### src/rtl/ssp_pkg.sv
package ssp_pkg;

  typedef struct packed {
    logic       irq_on_done;
    logic       cts_en;
    logic       invert;
    logic       msb_first;
    logic       clk_pol;
    logic [1:0] src_sel;
  } ctrl_t;

  localparam logic [2:0] A_CTRL   = 3'd0;
  localparam logic [2:0] A_DIV    = 3'd1;
  localparam logic [2:0] A_TXBUF  = 3'd2;
  localparam logic [2:0] A_RXBUF  = 3'd3;
  localparam logic [2:0] A_STATUS = 3'd4;

  localparam logic [1:0] SRC_OFF = 2'b11;

  // bit presented on the data line for a given shifter content
  function automatic logic head_bit(input logic [7:0] sh, input logic msb);
    return msb ? sh[7] : sh[0];
  endfunction

  // advance the transmit shifter by one position
  function automatic logic [7:0] tx_advance(input logic [7:0] sh, input logic msb);
    return msb ? {sh[6:0], 1'b0} : {1'b0, sh[7:1]};
  endfunction

  // insert one captured bit into the receive shifter
  function automatic logic [7:0] rx_insert(input logic [7:0] sh, input logic b, input logic msb);
    return msb ? {sh[6:0], b} : {b, sh[7:1]};
  endfunction

endpackage

### src/rtl/ssp_prescale.sv
module ssp_prescale #(
  parameter int MID_DIV  = 8,
  parameter int SLOW_DIV = 32
) (
  input  logic       clk,
  input  logic       rst_n,
  input  logic [1:0] src_sel,
  output logic       src_tick
);
  localparam int PW = $clog2(SLOW_DIV);
  localparam logic [PW-1:0] MID_MASK  = PW'(MID_DIV - 1);
  localparam logic [PW-1:0] SLOW_MASK = PW'(SLOW_DIV - 1);

  logic [PW-1:0] cnt;

  always_ff @(posedge clk) begin
    if (!rst_n) cnt <= '0;
    else        cnt <= cnt + 1'b1;
  end

  always_comb begin
    case (src_sel)
      2'b00:   src_tick = 1'b1;
      2'b01:   src_tick = ((cnt & MID_MASK) == MID_MASK);
      2'b10:   src_tick = (cnt == SLOW_MASK);
      default: src_tick = 1'b0;
    endcase
  end
endmodule

### src/rtl/ssp_baud.sv
module ssp_baud #(
  parameter int DIV_W = 8
) (
  input  logic             clk,
  input  logic             rst_n,
  input  logic             run,
  input  logic             clr,
  input  logic             tick,
  input  logic [DIV_W-1:0] n,
  output logic             stb
);
  logic [DIV_W-1:0] cnt;

  assign stb = run && tick && (cnt == n);

  always_ff @(posedge clk) begin
    if (!rst_n)            cnt <= '0;
    else if (clr)          cnt <= '0;
    else if (run && tick)  cnt <= stb ? '0 : cnt + 1'b1;
  end
endmodule

### src/rtl/ssp_engine.sv
module ssp_engine
  import ssp_pkg::*;
#(
  parameter int DATA_W = 8
) (
  input  logic              clk,
  input  logic              rst_n,
  input  ctrl_t             ctrl,
  input  logic              wr_buf,
  input  logic [DATA_W-1:0] wr_data,
  input  logic              rx_clr,
  input  logic              cts_n,
  input  logic              sdi,
  input  logic              stb,
  output logic              busy,
  output logic              lvl,
  output logic              load_evt,
  output logic              frame_end,
  output logic              done_evt,
  output logic              buf_full,
  output logic [DATA_W-1:0] buf_q,
  output logic [DATA_W-1:0] rx_q,
  output logic              rx_full,
  output logic              sdo,
  output logic              irq_tx
);
  localparam int CW = $clog2(DATA_W);
  localparam logic [CW-1:0] LAST_BIT = CW'(DATA_W - 1);

  logic [DATA_W-1:0] tx_sh, rx_sh, rx_next;
  logic [CW-1:0]     bit_cnt;
  logic              cts_ok, src_ok, can_start;

  assign cts_ok    = !ctrl.cts_en || !cts_n;
  assign src_ok    = (ctrl.src_sel != SRC_OFF);
  assign can_start = buf_full && cts_ok && src_ok;
  assign frame_end = busy && stb && !lvl && (bit_cnt == LAST_BIT);
  assign load_evt  = can_start && (!busy || frame_end);
  assign done_evt  = frame_end && !can_start;
  assign rx_next   = rx_insert(rx_sh, sdi ^ ctrl.invert, ctrl.msb_first);
  assign sdo       = busy ? (head_bit(tx_sh, ctrl.msb_first) ^ ctrl.invert) : 1'b1;

  always_ff @(posedge clk) begin
    if (!rst_n) begin
      busy    <= 1'b0;
      lvl     <= 1'b1;
      bit_cnt <= '0;
      tx_sh   <= '0;
      rx_sh   <= '0;
      rx_q    <= '0;
      irq_tx  <= 1'b0;
    end else begin
      irq_tx <= ctrl.irq_on_done ? done_evt : load_evt;
      if (busy && stb) begin
        if (lvl) begin
          lvl <= 1'b0;
          if (bit_cnt != '0) tx_sh <= tx_advance(tx_sh, ctrl.msb_first);
        end else begin
          lvl     <= 1'b1;
          rx_sh   <= rx_next;
          bit_cnt <= bit_cnt + 1'b1;
          if (frame_end) begin
            busy <= 1'b0;
            rx_q <= rx_next;
          end
        end
      end
      if (load_evt) begin
        tx_sh   <= buf_q;
        busy    <= 1'b1;
        lvl     <= 1'b1;
        bit_cnt <= '0;
      end
    end
  end

  always_ff @(posedge clk) begin
    if (!rst_n) begin
      buf_full <= 1'b0;
      buf_q    <= '0;
      rx_full  <= 1'b0;
    end else begin
      if (wr_buf) begin
        buf_q    <= wr_data;
        buf_full <= 1'b1;
      end else if (load_evt) begin
        buf_full <= 1'b0;
      end
      if (frame_end)   rx_full <= 1'b1;
      else if (rx_clr) rx_full <= 1'b0;
    end
  end
endmodule

### src/rtl/ssp_sync_serial.sv
module ssp_sync_serial
  import ssp_pkg::*;
#(
  parameter int DATA_W   = 8,
  parameter int DIV_W    = 8,
  parameter int MID_DIV  = 8,
  parameter int SLOW_DIV = 32
) (
  input  logic              clk,
  input  logic              rst_n,
  input  logic              reg_wr,
  input  logic              reg_rd,
  input  logic [2:0]        reg_addr,
  input  logic [DATA_W-1:0] reg_wdata,
  output logic [DATA_W-1:0] reg_rdata,
  input  logic              cts_n,
  input  logic              sdi,
  output logic              sdo,
  output logic              sclk_out,
  output logic              irq_tx
);
  localparam int CTRL_W = $bits(ctrl_t);

  ctrl_t             ctrl;
  logic [DIV_W-1:0]  div_n;
  logic              src_tick, baud_stb;
  logic              busy, lvl, load_evt, frame_end, done_evt;
  logic              buf_full, rx_full;
  logic [DATA_W-1:0] buf_q, rx_q;
  logic              wr_buf, rx_clr;

  assign wr_buf   = reg_wr && (reg_addr == A_TXBUF);
  assign rx_clr   = reg_rd && (reg_addr == A_RXBUF);
  assign sclk_out = lvl ^ ctrl.clk_pol;

  always_ff @(posedge clk) begin
    if (!rst_n) begin
      ctrl  <= '0;
      div_n <= '0;
    end else if (reg_wr) begin
      if (reg_addr == A_CTRL) ctrl  <= ctrl_t'(reg_wdata[CTRL_W-1:0]);
      if (reg_addr == A_DIV)  div_n <= reg_wdata[DIV_W-1:0];
    end
  end

  always_comb begin
    case (reg_addr)
      A_CTRL:   reg_rdata = DATA_W'(ctrl);
      A_DIV:    reg_rdata = DATA_W'(div_n);
      A_TXBUF:  reg_rdata = buf_q;
      A_RXBUF:  reg_rdata = rx_q;
      A_STATUS: reg_rdata = DATA_W'({rx_full, !busy, !buf_full});
      default:  reg_rdata = '0;
    endcase
  end

  ssp_prescale #(.MID_DIV(MID_DIV), .SLOW_DIV(SLOW_DIV)) u_pre (
    .clk(clk), .rst_n(rst_n), .src_sel(ctrl.src_sel), .src_tick(src_tick)
  );

  ssp_baud #(.DIV_W(DIV_W)) u_baud (
    .clk(clk), .rst_n(rst_n), .run(busy), .clr(load_evt),
    .tick(src_tick), .n(div_n), .stb(baud_stb)
  );

  ssp_engine #(.DATA_W(DATA_W)) u_eng (
    .clk(clk), .rst_n(rst_n), .ctrl(ctrl), .wr_buf(wr_buf), .wr_data(reg_wdata),
    .rx_clr(rx_clr), .cts_n(cts_n), .sdi(sdi), .stb(baud_stb),
    .busy(busy), .lvl(lvl), .load_evt(load_evt), .frame_end(frame_end),
    .done_evt(done_evt), .buf_full(buf_full), .buf_q(buf_q), .rx_q(rx_q),
    .rx_full(rx_full), .sdo(sdo), .irq_tx(irq_tx)
  );
endmodule

### config.mk
export PLATFORM = sky130hd
export DESIGN_NAME = ssp_sync_serial
export DESIGN_NICKNAME = d
export VERILOG_FILES = /design/src/rtl/ssp_pkg.sv /design/src/rtl/ssp_prescale.sv /design/src/rtl/ssp_baud.sv /design/src/rtl/ssp_engine.sv /design/src/rtl/ssp_sync_serial.sv
export SDC_FILE = /design/constraint.sdc
export NUM_CORES = 1
export LEC_CHECK = 0
export BUFFER_PORTS_ARGS = -buffer_cell sky130_fd_sc_hd__buf_2
export CORE_MARGIN = 2
export CORE_UTILIZATION = 35
export DETAILED_ROUTE_END_ITERATION = 10
export PLACE_DENSITY = 0.54
export SLEW_MARGIN = 20
export SYNTH_ARGS = -nofsm -noshare
export SYNTH_HDL_FRONTEND = slang
export SYNTH_HIERARCHICAL = 1
export SYNTH_SLANG_ARGS = --single-unit
### constraint.sdc
create_clock -name clk -period 4.2 [get_ports clk]
set_input_delay 0.21 -clock clk [delete_from_list [all_inputs] [get_ports clk]]
set_output_delay 0.21 -clock clk [all_outputs]
set_load 0.05 [all_outputs]
-- Word-level counts from Yosys, hierarchy flattened
Cells that the tools add are included.
- word-level logic and storage cells: 95
- output and inout bits: 11
- bits of input ports: 17
- register bits after elaboration: 68
- equal/unequal tests: 12
- muxes and demuxes: 21
- reductions and logical operators: 35
- bitwise operators: 5
- add/sub/neg operators: 3
- operators with widths (operator ; number):
    $mux 8 ; 7
    $pmux 8 s5 ; 1
    $mux 1 ; 12
    $reduce_bool 2->1 ; 6
    $logic_and 1x1->1 ; 11
    $eq 3x3->1 const B ; 3
    $reduce_and 3->1 ; 3
    $add 8x1->8 const B ; 1
    $eq 8x8->1 ; 1
    $eq 3x2->1 const B ; 2
    $logic_not 1->1 ; 6
    $reduce_and 2->1 ; 3
    $add 5x1->5 const B ; 1
    $eq 5x5->1 const B ; 1
    $ne 2x2->1 const B ; 2
    $add 3x1->3 const B ; 1
    $eq 3x1->1 const B ; 1
    $logic_not 3->1 ; 1
    $pmux 1 s3 ; 1
    $reduce_bool 3->1 ; 1
    $xor 1x1->1 ; 3
    $eq 2x1->1 const B ; 1
    $eq 2x2->1 const B ; 1
    $logic_not 2->1 ; 1
    other kinds (3) ; 5

-- Logic depth before layout (Yosys ltp)
Gate-level depths: netlist of run 1.
- depth in word-level cells: 11
- mapped depth: 16
- gate-level depth less buffers: 14

-- Hierarchy
The synthesis of run 1 kept the hierarchy.
- modules (own cells, without submodules) (module ; cells each ; sequential area each (um2) ; area an instance (um2) ; instances):
    ssp_engine ; 187 ; 800.8 ; 1755.4 ; 1
    ssp_sync_serial ; 89 ; 300.3 ; 952.2 ; 1
    ssp_baud ; 51 ; 160.2 ; 470.5 ; 1
    ssp_prescale ; 20 ; 100.1 ; 214.0 ; 1

-- Worst setup path before layout of run 1
OpenSTA, ideal clock, no wires.
- path kind: register -> register
- from: register u_pre.cnt[0]
- to: register u_baud.cnt[0]
- clock period less this slack: 3.056 ns
- stages on the path, launching flop included: 17
- slack: 1.144 ns
- path buffers: 2
- required time: 4.083 ns
- data arrival time: 2.938 ns
- setup time: 0.117 ns
- cell sequence: dfxtp_1 ha_1 and3_2 ha_1 nor2b_1 a21oi_1 nand2_1 nor4_4 nand4b_2 inv_2 o211ai_2 buf_2 inv_1 nand2b_1 buf_1 nor3_1 a22o_2
- word-level cells in the longest chain between the ends: 10
- elaborated cells between the ends (all ways): 12
- those cells by class: eq/ne (2); mux (2); reduce/logical (8)
- RTL lines (item ; RTL line ; source):
    start, declared ; ssp_prescale.sv:14 ; logic [PW-1:0] cnt;
    start signal, assigned ; ssp_prescale.sv:18 ; else cnt <= cnt + 1'b1;
    $eq 5x5->1 / $eq 3x3->1 (equally long branches) ; ssp_prescale.sv:25, ssp_prescale.sv:24 ;
    $pmux 1 s3 * ; ssp_prescale.sv:22 ; case (src_sel)
    net src_tick ; ssp_sync_serial.sv:26 ; logic src_tick, baud_stb;
    $logic_and 1x1->1 * (2 in a row) ; ssp_baud.sv:14 ; assign stb = run && tick && (cnt == n);
    net baud_stb ; ssp_sync_serial.sv:26 ;
    $logic_and 1x1->1 * (3 in a row) ; ssp_engine.sv:37 ; assign frame_end = busy && stb && !lvl && (bit_cnt == LAST_BIT);
    $logic_or 1x1->1 * ; ssp_engine.sv:38 ; assign load_evt = can_start && (!busy || frame_end);
    $logic_and 1x1->1 * ; ssp_engine.sv:38 ;
    net load_evt ; ssp_sync_serial.sv:27 ; logic busy, lvl, load_evt, frame_end, done_evt;
    $reduce_or 2->1 (no source line) * ; - ;
    end signal, assigned ; ssp_baud.sv:19 ; else if (run && tick) cnt <= stb ? '0 : cnt + 1'b1;
    end, declared ; ssp_baud.sv:12 ; logic [DIV_W-1:0] cnt;
The timed path passes the listed nets; every way through them passes the cells marked *.
A chain may end at the register's enable or synchronous reset.

-- Worst setup path in the final report of run 1
- from: register u_pre.cnt[0]
- to: register u_baud.cnt[0]
- word-level cells in the longest chain between the ends: 10
- elaborated cells between the ends (all ways): 12
- those cells by class: eq/ne (2); mux (2); reduce/logical (8)
- RTL lines (item ; RTL line):
    $eq 5x5->1 / $eq 3x3->1 (equally long branches) ; ssp_prescale.sv:25, ssp_prescale.sv:24
    $pmux 1 s3 * ; ssp_prescale.sv:22
    net src_tick ; ssp_sync_serial.sv:26
    $logic_and 1x1->1 * (2 in a row) ; ssp_baud.sv:14
    net baud_stb ; ssp_sync_serial.sv:26
    $logic_and 1x1->1 * (3 in a row) ; ssp_engine.sv:37
    net frame_end ; ssp_sync_serial.sv:27
    $logic_or 1x1->1 * ; ssp_engine.sv:38
    $logic_and 1x1->1 * ; ssp_engine.sv:38
    net load_evt ; ssp_sync_serial.sv:27
    $reduce_or 2->1 (no source line) * ; -
Marks and branches as above.

==> results.md, run 1 <==
* Fraction of registers with async set/reset at 0%
* Met3 track demand over resource in global routing at 4.38%
* Total clock buffers created by CTS at 9
* Detailed-route vias per instance at 5.02
* Arrival time worst endpoint at 3.55 ns
* Layout area overhead at 12.1%
* Required time at the worst-slack endpoint at 4.44 ns
* Fill cells at 921
* Setup_tns at 0 ns
* Part of the Yosys area used for sequential elements at 40.1%
* Routing usage on met2 at 23.8%
* Via count of the first global-routing pass at 2,397
* Highest attainable clock frequency at 301 MHz
* GRT Util Overall at 16.4%
* Time the worst path needs with I/O delays and setup at 3.32 ns
* Number of standard cells in the layout, taps in and fillers out at approximately 500
* Pin count of the biggest net entering global routing at 35
* Worst-path clk slew at 0.07 ns
* Detail Placement HPWL at 5.77 mm
* Final Cycle Share at 79.0%
* First-pass DRT Iterations at 4
* Height of the die at 102 um
* Wire length reported by the detailed router at just under 8 mm
* Final-report hold violation count at 0
* Detail Route Antenna Nets at 0
* Final net count at 393
* Total number of placement rows at 35
* Setup violators final at 0
* Synthesized-area fraction occupied by adder cells at between 2 and 3%
* Total via count after detailed routing at 2,525
* Total placed cells including tap cells at 487
* Setup repair after global routing missed its margin: false
* Most common library cell in the layout ignoring fill and taps: dfxtp_1
* Critical-path maximum fanout at 14
* DIE AREA at roughly 10,000 sq um
* Worst hold slack after final layout at 0.152 ns
* Final total power at 0.00128 W
* Kind of end point of the critical path: register
* Wire length of the first global-routing pass at 13.0 mm
* Worst vdd ir at 0.157 mV
* Synthesized-area fraction occupied by ao, oa, aoi and oai cells at 10.2%
* DIE WIDTH at between 100 and 150 um
* Number of DRC violations after detailed routing at 0
* Number of buffers added on ports at 27
* Cell Pwr Density at between 300 and 400 nW/um^2
* Initial core utilization at 36.4%
* Count of max-cap constraint violations at 0
* Count of yosys warnings during synthesis at 6
* Hold-fix buffers at CTS at 0
* Mean instance size in the synthesized netlist at 9.78 sq um
* Setup repair bufs after CTS at 0
* Initial antenna violation count at 0
* Clock root buffer master: clkbuf_8
* Post-DR wirelength/cell at 15.7 um
* Startpoint-to-endpoint class of the critical path: reg -> reg
* Run status: finished, final reports clean
* Number of placed I/O pins at 28
* Gr ovfl total at 0
* Top library cells by usage in the layout, fill and taps aside: dfxtp_1, mux2i_1, nor2_1
* Type of the worst min-delay path: in -> reg
* Dominant register cell in the synthesized netlist: dfxtp_1
* Skew final at just under 0.008 ns
* Number of enable flip-flop cells after synthesis at 0
* Launching element type of the critical path: register
* CTS tree: yes
* Clk buf depth at 2
* Area inside the core boundary at 9330 sq um
* Leakage power figure at 1.38 nW
* Clock latency on the worst-skew pair at 0.34 ns
* Number of DRC violations after detailed-routing iteration 0 at 68
* Count of antenna diodes in the layout at 0
* Fraction of synthesized area in multiplexers at around 18%
* Routability-driven placement congestion ratio at 0.814
* Cells after synthesis at 347
* Largest family of logic cells by synthesized area: simple AND/OR/NAND/NOR gates
* Synthesized flop and latch total at 68
* Global-route met1 utilization at 23.0%
* H-tree depth at 3
* Least-Margin Pin Slew at roughly 0.94 ns
* Simple-gate area share of the yosys netlist at 20.8%
* Netlist cell types at 52
* Post-Synth XOR/XNOR Area at 4.39%
* Fraction of final layout cells with drive strength greater than 1 at 18.2%
* Synthesized Nets at around 370
* Cell area after technology mapping at 3390 sq um
* Number of pins with negative max-slew slack in the final report at 0
* # clock sinks at 68
* Worst relative slew slack at 37.3%
* Post-cts resize count at 0
* Most crowded layer after global routing: met2
-- final timing paths --
path	startpoint	end	slack [ns]	cells past startpoint
worst max-delay path	u_pre/cnt[0]	u_baud/cnt[0]	0.88	15
worst min-delay path	reg_wdata[5]	u_eng/buf_q[5]	0.15	3
worst max register to register	u_pre/cnt[0]	u_baud/cnt[0]	0.88	15
worst min register to register	u_pre/cnt[3]	u_pre/cnt[3]	0.47	2
-- worst max-delay path, stage by stage, from the launching register on --
cell and delay [ns]:
dfxtp_1 0.35, ha_1 0.17, and3_2 0.18, ha_1 0.13, nor2b_1 0.04, a21oi_1 0.16, nand2_1 0.14, nor4_4 0.28
buf_4 0.21, nand4b_2 0.25, inv_2 0.26, o211ai_2 0.28, inv_1 0.11, nand2b_1 0.30, nor3_1 0.08, a22o_2 0.26
-- metrics by stage --
stage | worst slack (ns) | utilization, % | instance area (sq um)
2_1_floorplan | 1.14 | - | 3390
3_3_place_gp | 0.964 | 38.7 | 3610
3_5_place_dp | 0.898 | 38.7 | 3610
4_1_cts | 0.869 | 40.8 | 3800
5_1_grt | 0.486 | 40.8 | 3800
6_report | 0.882 | 40.8 | 3800
-- state kept, by name (all words and copies together) (netlist names), 3 cells and up --
signal	cells
u_eng/buf_q	8
u_eng/rx_sh	8
u_baud/cnt	8
u_eng/rx_q	8
div_n	8
u_pre/cnt	5
ctrl	7
u_eng/tx_sh	8
u_eng/bit_cnt	3
-- metal layers --
layer	routed length [um]	vias up
met1	3970	1187
met5	0	-
li1	-	1281
met2	3420	44
met4	203	0
met3	281	13
-- cell families (layout without fill, tap and decap cells) --
group                    count (synthesis)  in the layout
adder cells (fa/ha/maj)                  7              7
buffers and inverters                   26             53
AND/OR/NAND/NOR                        125            125
XOR/XNOR                                17             17
AO/OA/AOI/OAI                           51             51
flip-flops                              68             68
multiplexers                            53             53
-- layout make-up --
type / instances / area (sq um) / share of cell area [%]
Sequential cell: 68 / 1360 / 35.8
Multi-Input combinational cell: 253 / 1900 / 50.0
Timing Repair Buffer: 30 / 158 / 4.15
Clock inverter: 6 / 65.1 / 1.71
Clock buffer: 10 / 128 / 3.36
Tap cell: 129 / 161 / 4.24
Inverter: 7 / 26.3 / 0.691
-- power by group --
part | total [W] | switching (W) | internal (W)
Sequential | 0.000664 | 0.0000106 | 0.000654
Clock | 0.000524 | 0.000250 | 0.000274
Combinational | 0.0000943 | 0.0000584 | 0.0000358
-- cells in the mapped netlist, types with 8 or more instances --
master    instances  share of area, %
nor2_1           31               3.4
buf_2             8               1.2
dfxtp_1          68                40
xor2_1            8               2.1
o22ai_1           8               1.5
nor2b_1          22               4.1
a21oi_1          12               1.8
a211oi_1         12               2.7
mux2_2           10               3.3
mux2i_1          39                12
nand2_1          27               3.0
xnor2_1           9               2.3
(Power assumes the default switching activity.)
==> run 2: changes to the inputs <==
--- a/config.mk
+++ b/config.mk
@@ -5,11 +5,12 @@
 export SDC_FILE = /design/constraint.sdc
 export NUM_CORES = 1
 export LEC_CHECK = 0
+export ABC_AREA = 1
 export BUFFER_PORTS_ARGS = -buffer_cell sky130_fd_sc_hd__buf_2
 export CORE_MARGIN = 2
 export CORE_UTILIZATION = 35
 export DETAILED_ROUTE_END_ITERATION = 10
-export PLACE_DENSITY = 0.54
+export PLACE_DENSITY = 0.56
 export SLEW_MARGIN = 20
 export SYNTH_ARGS = -nofsm -noshare
 export SYNTH_HDL_FRONTEND = slang
==> constraint.sdc (replaced) <==
create_clock -name clk -period 2.7 [get_ports clk]
set_input_delay 0.135 -clock clk [delete_from_list [all_inputs] [get_ports clk]]
set_output_delay 0.135 -clock clk [all_outputs]
set_load 0.05 [all_outputs]
==> run 2 against run 1 <==
Register-to-register slack worse by 0.59 ns. Core utilization is 0.65 points higher. Worst hold slack worse by 0.057 ns. Die area increased by 8.5%. Sequential power is 58% higher. Non-clock buffer count is 10 higher. Synthesized area increased by 8.9%. Synthesized cell count is 63% higher. Wire length grew 22%.
==> results.md, run 2 <==
* Time the worst path needs with I/O delays and setup at 2.41 ns (-0.905 ns)
* Internal cell power at 0.00164 W (+70%)
* # clock sinks at 68 (unchanged)
* Portion of synthesized cell area occupied by the leading cell type at 36.9% (-3.3 points)
* Count of yosys warnings during synthesis at 6 (unchanged)
* Netlist cell types at 32 (-38%)
* Most common cell on crit path: nand2_1
* Final core utilization at 41.4% (+0.65 points)
* Fill cells at 1,108 (+20%)
* Launching element type of the critical path: register
* Most common library cell in the layout ignoring fill and taps: nand2_1
* Height of the die at 107 um (+4.2%)
* Run status: finished, final reports clean
* Wire length reported by the detailed router at 9.59 mm (+22%)
* Portion of total power attributed to combinational logic at 9.1% (+1.7 points)
* Worst-path clk slew at 0.08 ns (about the same)
* Setup violators final at 0 (unchanged)
* Sequential Power Share at 47.5% (-4.3 points)
* Setup repair after global routing missed its margin: false
* Mean instance size in the synthesized netlist at 6.51 sq um (-33%)
* Detail Placement HPWL at 7.35 mm (+27%)
* Cell Pwr Density at 517 nW/um^2 (+53%)
* Detailed-route vias per instance at 4.76 (-5.1%)
* Slowest stage cell, crit path: dfxtp_2
* Setup_tns at 0 ns (unchanged)
* Dominant register cell in the synthesized netlist: dfxtp_1
* Part of the Yosys area used for sequential elements at 36.9% (-3.3 points)
* Synthesized Nets at 591 (+59%)
* Initial core utilization at 35.9% (-0.43 points)
* Layout area overhead at 15.2%
* Finished Cell Area at 4260 sq um (+12%)
* Switching power at 0.000564 W (+77%)
* Final Cycle Share at 89.4% (+10 points)
* Number of buffers added on ports at 27 (unchanged)
* Cell type with the largest total area after synthesis: dfxtp_1
* Total via count after detailed routing at 3,526 (+40%)
* Maximum single-stage delay on the critical path at 0.35 ns (about the same)
* Ranking of synthesized cells by instance count: nand2_1, inv_1, dfxtp_1, nor2_1, nand3_1
* Initial antenna violation count at 0 (unchanged)
* Arrival time worst endpoint at 2.66 ns (-0.89 ns)
* Total area of multi-input combinational cells at 1920 sq um (+1.1%)
* Via count of the first global-routing pass at 3,320 (+39%)
* Cells after synthesis at 567 (+63%)
* Startpoint-to-endpoint class of the critical path: reg -> reg
* Worst vdd ir at 0.306 mV (+95%)
* Pin count of the biggest net entering global routing at 27 (-23%)
* Wire length of the first global-routing pass at 16.3 mm (+26%)
* Proportion of power drawn by the clock network at 43.4% (+2.6 points)
* Kind of cell adding the most delay to the critical path: simple AND/OR/NAND/NOR gates
* Top library cells by usage in the layout, fill and taps aside: nand2_1, inv_1, dfxtp_1
* Cells along the critical path: ha_1 -> nand2_1 -> nor2_1 -> ha_1 -> nand2_1 -> o21ai_2 -> nand2_2 -> nor3b_1 -> nand2_1 -> nor3_4 -> nand4_4 -> nand2_2 -> nand2_4 -> inv_1 -> nor2_2 -> nand2_1 -> inv_1 -> nand2_1 -> nor2_1
* Area inside the core boundary at 10,300 sq um (+10%)
* DIE WIDTH at 107 um (+4.2%)
* Cell area after technology mapping at 3690 sq um (+8.9%)
* Number of placed I/O pins at 28 (unchanged)
* Count of antenna diodes in the layout at 0 (unchanged)
* Highest attainable clock frequency at 414 MHz (+38%)
* Number of pins with negative max-slew slack in the final report at 0 (unchanged)
* Fraction of final layout cells with drive strength greater than 1 at 12.9% (-5.3 points)
* Final net count at 623 (+59%)
* Post-DR wirelength/cell at 13.0 um (-17%)
* Switching Fraction at 25.6% (+0.78 points)
* CP bufs+invs at 2 (-1)
* Sequential cell area at 1360 sq um (+0.18%)
* Worst relative slew slack at 70.4% (+33 points)
* H-tree depth at 3 (unchanged)
* Gr ovfl total at 0 (unchanged)
* GRT Util Overall at 18.0% (+1.6 points)
* First-pass DRT Iterations at 5 (+1)
* Leakage power figure at 1.91 nW (+38%)
* Count of max-cap constraint violations at 0 (unchanged)
* Total number of placement rows at 37 (+5.7%)
* Clock latency on the worst-skew pair at 0.34 ns (about the same)
* Synthesized flop and latch total at 68 (unchanged)
* Number of enable flip-flop cells after synthesis at 0 (unchanged)
* Final-report hold violation count at 0 (unchanged)
* Required time at the worst-slack endpoint at 2.95 ns (-1.49 ns)
* Most frequent cell after synthesis: nand2_1
* CTS tree: yes
* Detail Route Antenna Nets at 0 (unchanged)
* Number of DRC violations after detailed-routing iteration 0 at 158 (+130%)
* Skew final at 0.0113 ns (+0.00331 ns)
* Critical-path maximum fanout at 6 (-8)
* Fraction of registers with async set/reset at 0% (unchanged)
* Synth area leaders: dfxtp_1, nand2_1, inv_1
* DIE AREA at 11,400 sq um (+8.5%)
* Total clock buffers created by CTS at 9 (unchanged)
* Routability-driven placement congestion ratio at 0.908 (+12%)
* Setup repair bufs after CTS at 0 (unchanged)
* Kind of end point of the critical path: register
* Number of DRC violations after detailed routing at 0 (unchanged)
* Type of the worst min-delay path: in -> reg
* Least-Margin Pin Slew at 0.444 ns (-0.495 ns)
* Clk buf depth at 2 (unchanged)
* Clock root buffer master: clkbuf_8
* Cell area after placement at 4010 sq um (+11%)
==> run 2: through the flow <==
stage,hold WS [ns],instances,setup slack [ns],power (W)
2_1_floorplan,0.228,567,0.0792,0.00120
3_3_place_gp,0.438,724,0.198,0.00126
3_5_place_dp,0.448,724,0.104,0.00126
4_1_cts,0.0853,740,0.0902,0.00222
5_1_grt,0.118,740,0.00681,0.00229
6_report,0.0946,740,0.287,0.00220
==> run 2: layout make-up <==
| type | instances | area share [%] |
|---|---|---|
| clock buffer | 11 | 3.32 |
| clock inverter | 5 | 1.97 |
| inverter | 90 | 7.94 |
| multi-input combinational | 390 | 45.2 |
| sequential | 68 | 32.0 |
| tap | 136 | 4.00 |
| timing repair buffer | 40 | 5.56 |
==> run 2: logic make-up after synthesis <==
kind of cell	count (synthesis)	share of synthesized area, %
simple gates	299	36.2
buf+inv	109	11.7
compound gates	76	10.9
flops	68	36.9
xor+xnor	8	1.90
fa+ha+maj	7	2.37
==> run 2: power by group through the flow <==
stage / clock (W) / sequential, W / combinational [W]
after floorplan: 0 / 0.00106 / 0.000135
after global placement: 0 / 0.00107 / 0.000195
after detailed placement: 0 / 0.00107 / 0.000197
after CTS: 0.000976 / 0.00104 / 0.000197
after global routing: 0.00102 / 0.00105 / 0.000226
final: 0.000955 / 0.00105 / 0.000199
==> run 2: timing repair <==
action                     4_1_cts  5_1_grt
hold endpoints to repair         0        0
setup endpoints to repair        0       31
hold buffers                     0        0
resized for setup                0        8
==> run 2: worst paths after layout <==
path | cells past startpoint | to | slack, ns | start
worst min-delay path | 3 | ctrl[6] | 0.09 | reg_wdata[6]
worst max-delay path | 19 | u_baud/cnt[6] | 0.29 | u_pre/cnt[0]
worst min register to register | 1 | u_pre/cnt[0] | 0.44 | u_pre/cnt[0]
worst max register to register | 19 | u_baud/cnt[6] | 0.29 | u_pre/cnt[0]
==> run 2: worst register-to-register path, stage by stage (launching register included) <==
cell and delay (ns):
dfxtp_2 0.35, ha_1 0.18, nand2_1 0.06, nor2_1 0.09
ha_1 0.14, nand2_1 0.06, o21ai_2 0.07, nand2_2 0.07
nor3b_1 0.19, nand2_1 0.11, nor3_4 0.28, nand4_4 0.16
nand2_2 0.12, nand2_4 0.06, inv_1 0.12, nor2_2 0.09
nand2_1 0.07, inv_1 0.03, nand2_1 0.05, nor2_1 0.03
==> run 2: per-layer routing <==
metal | vias to the layer above | global-route usage (%) | wire (um)
met5 | - | 0 | 0
met4 | 0 | 4.73 | 110
met3 | 14 | 2.43 | 483
met2 | 92 | 27.6 | 4210
met1 | 1562 | 26.5 | 4790
li1 | 1858 | - | -
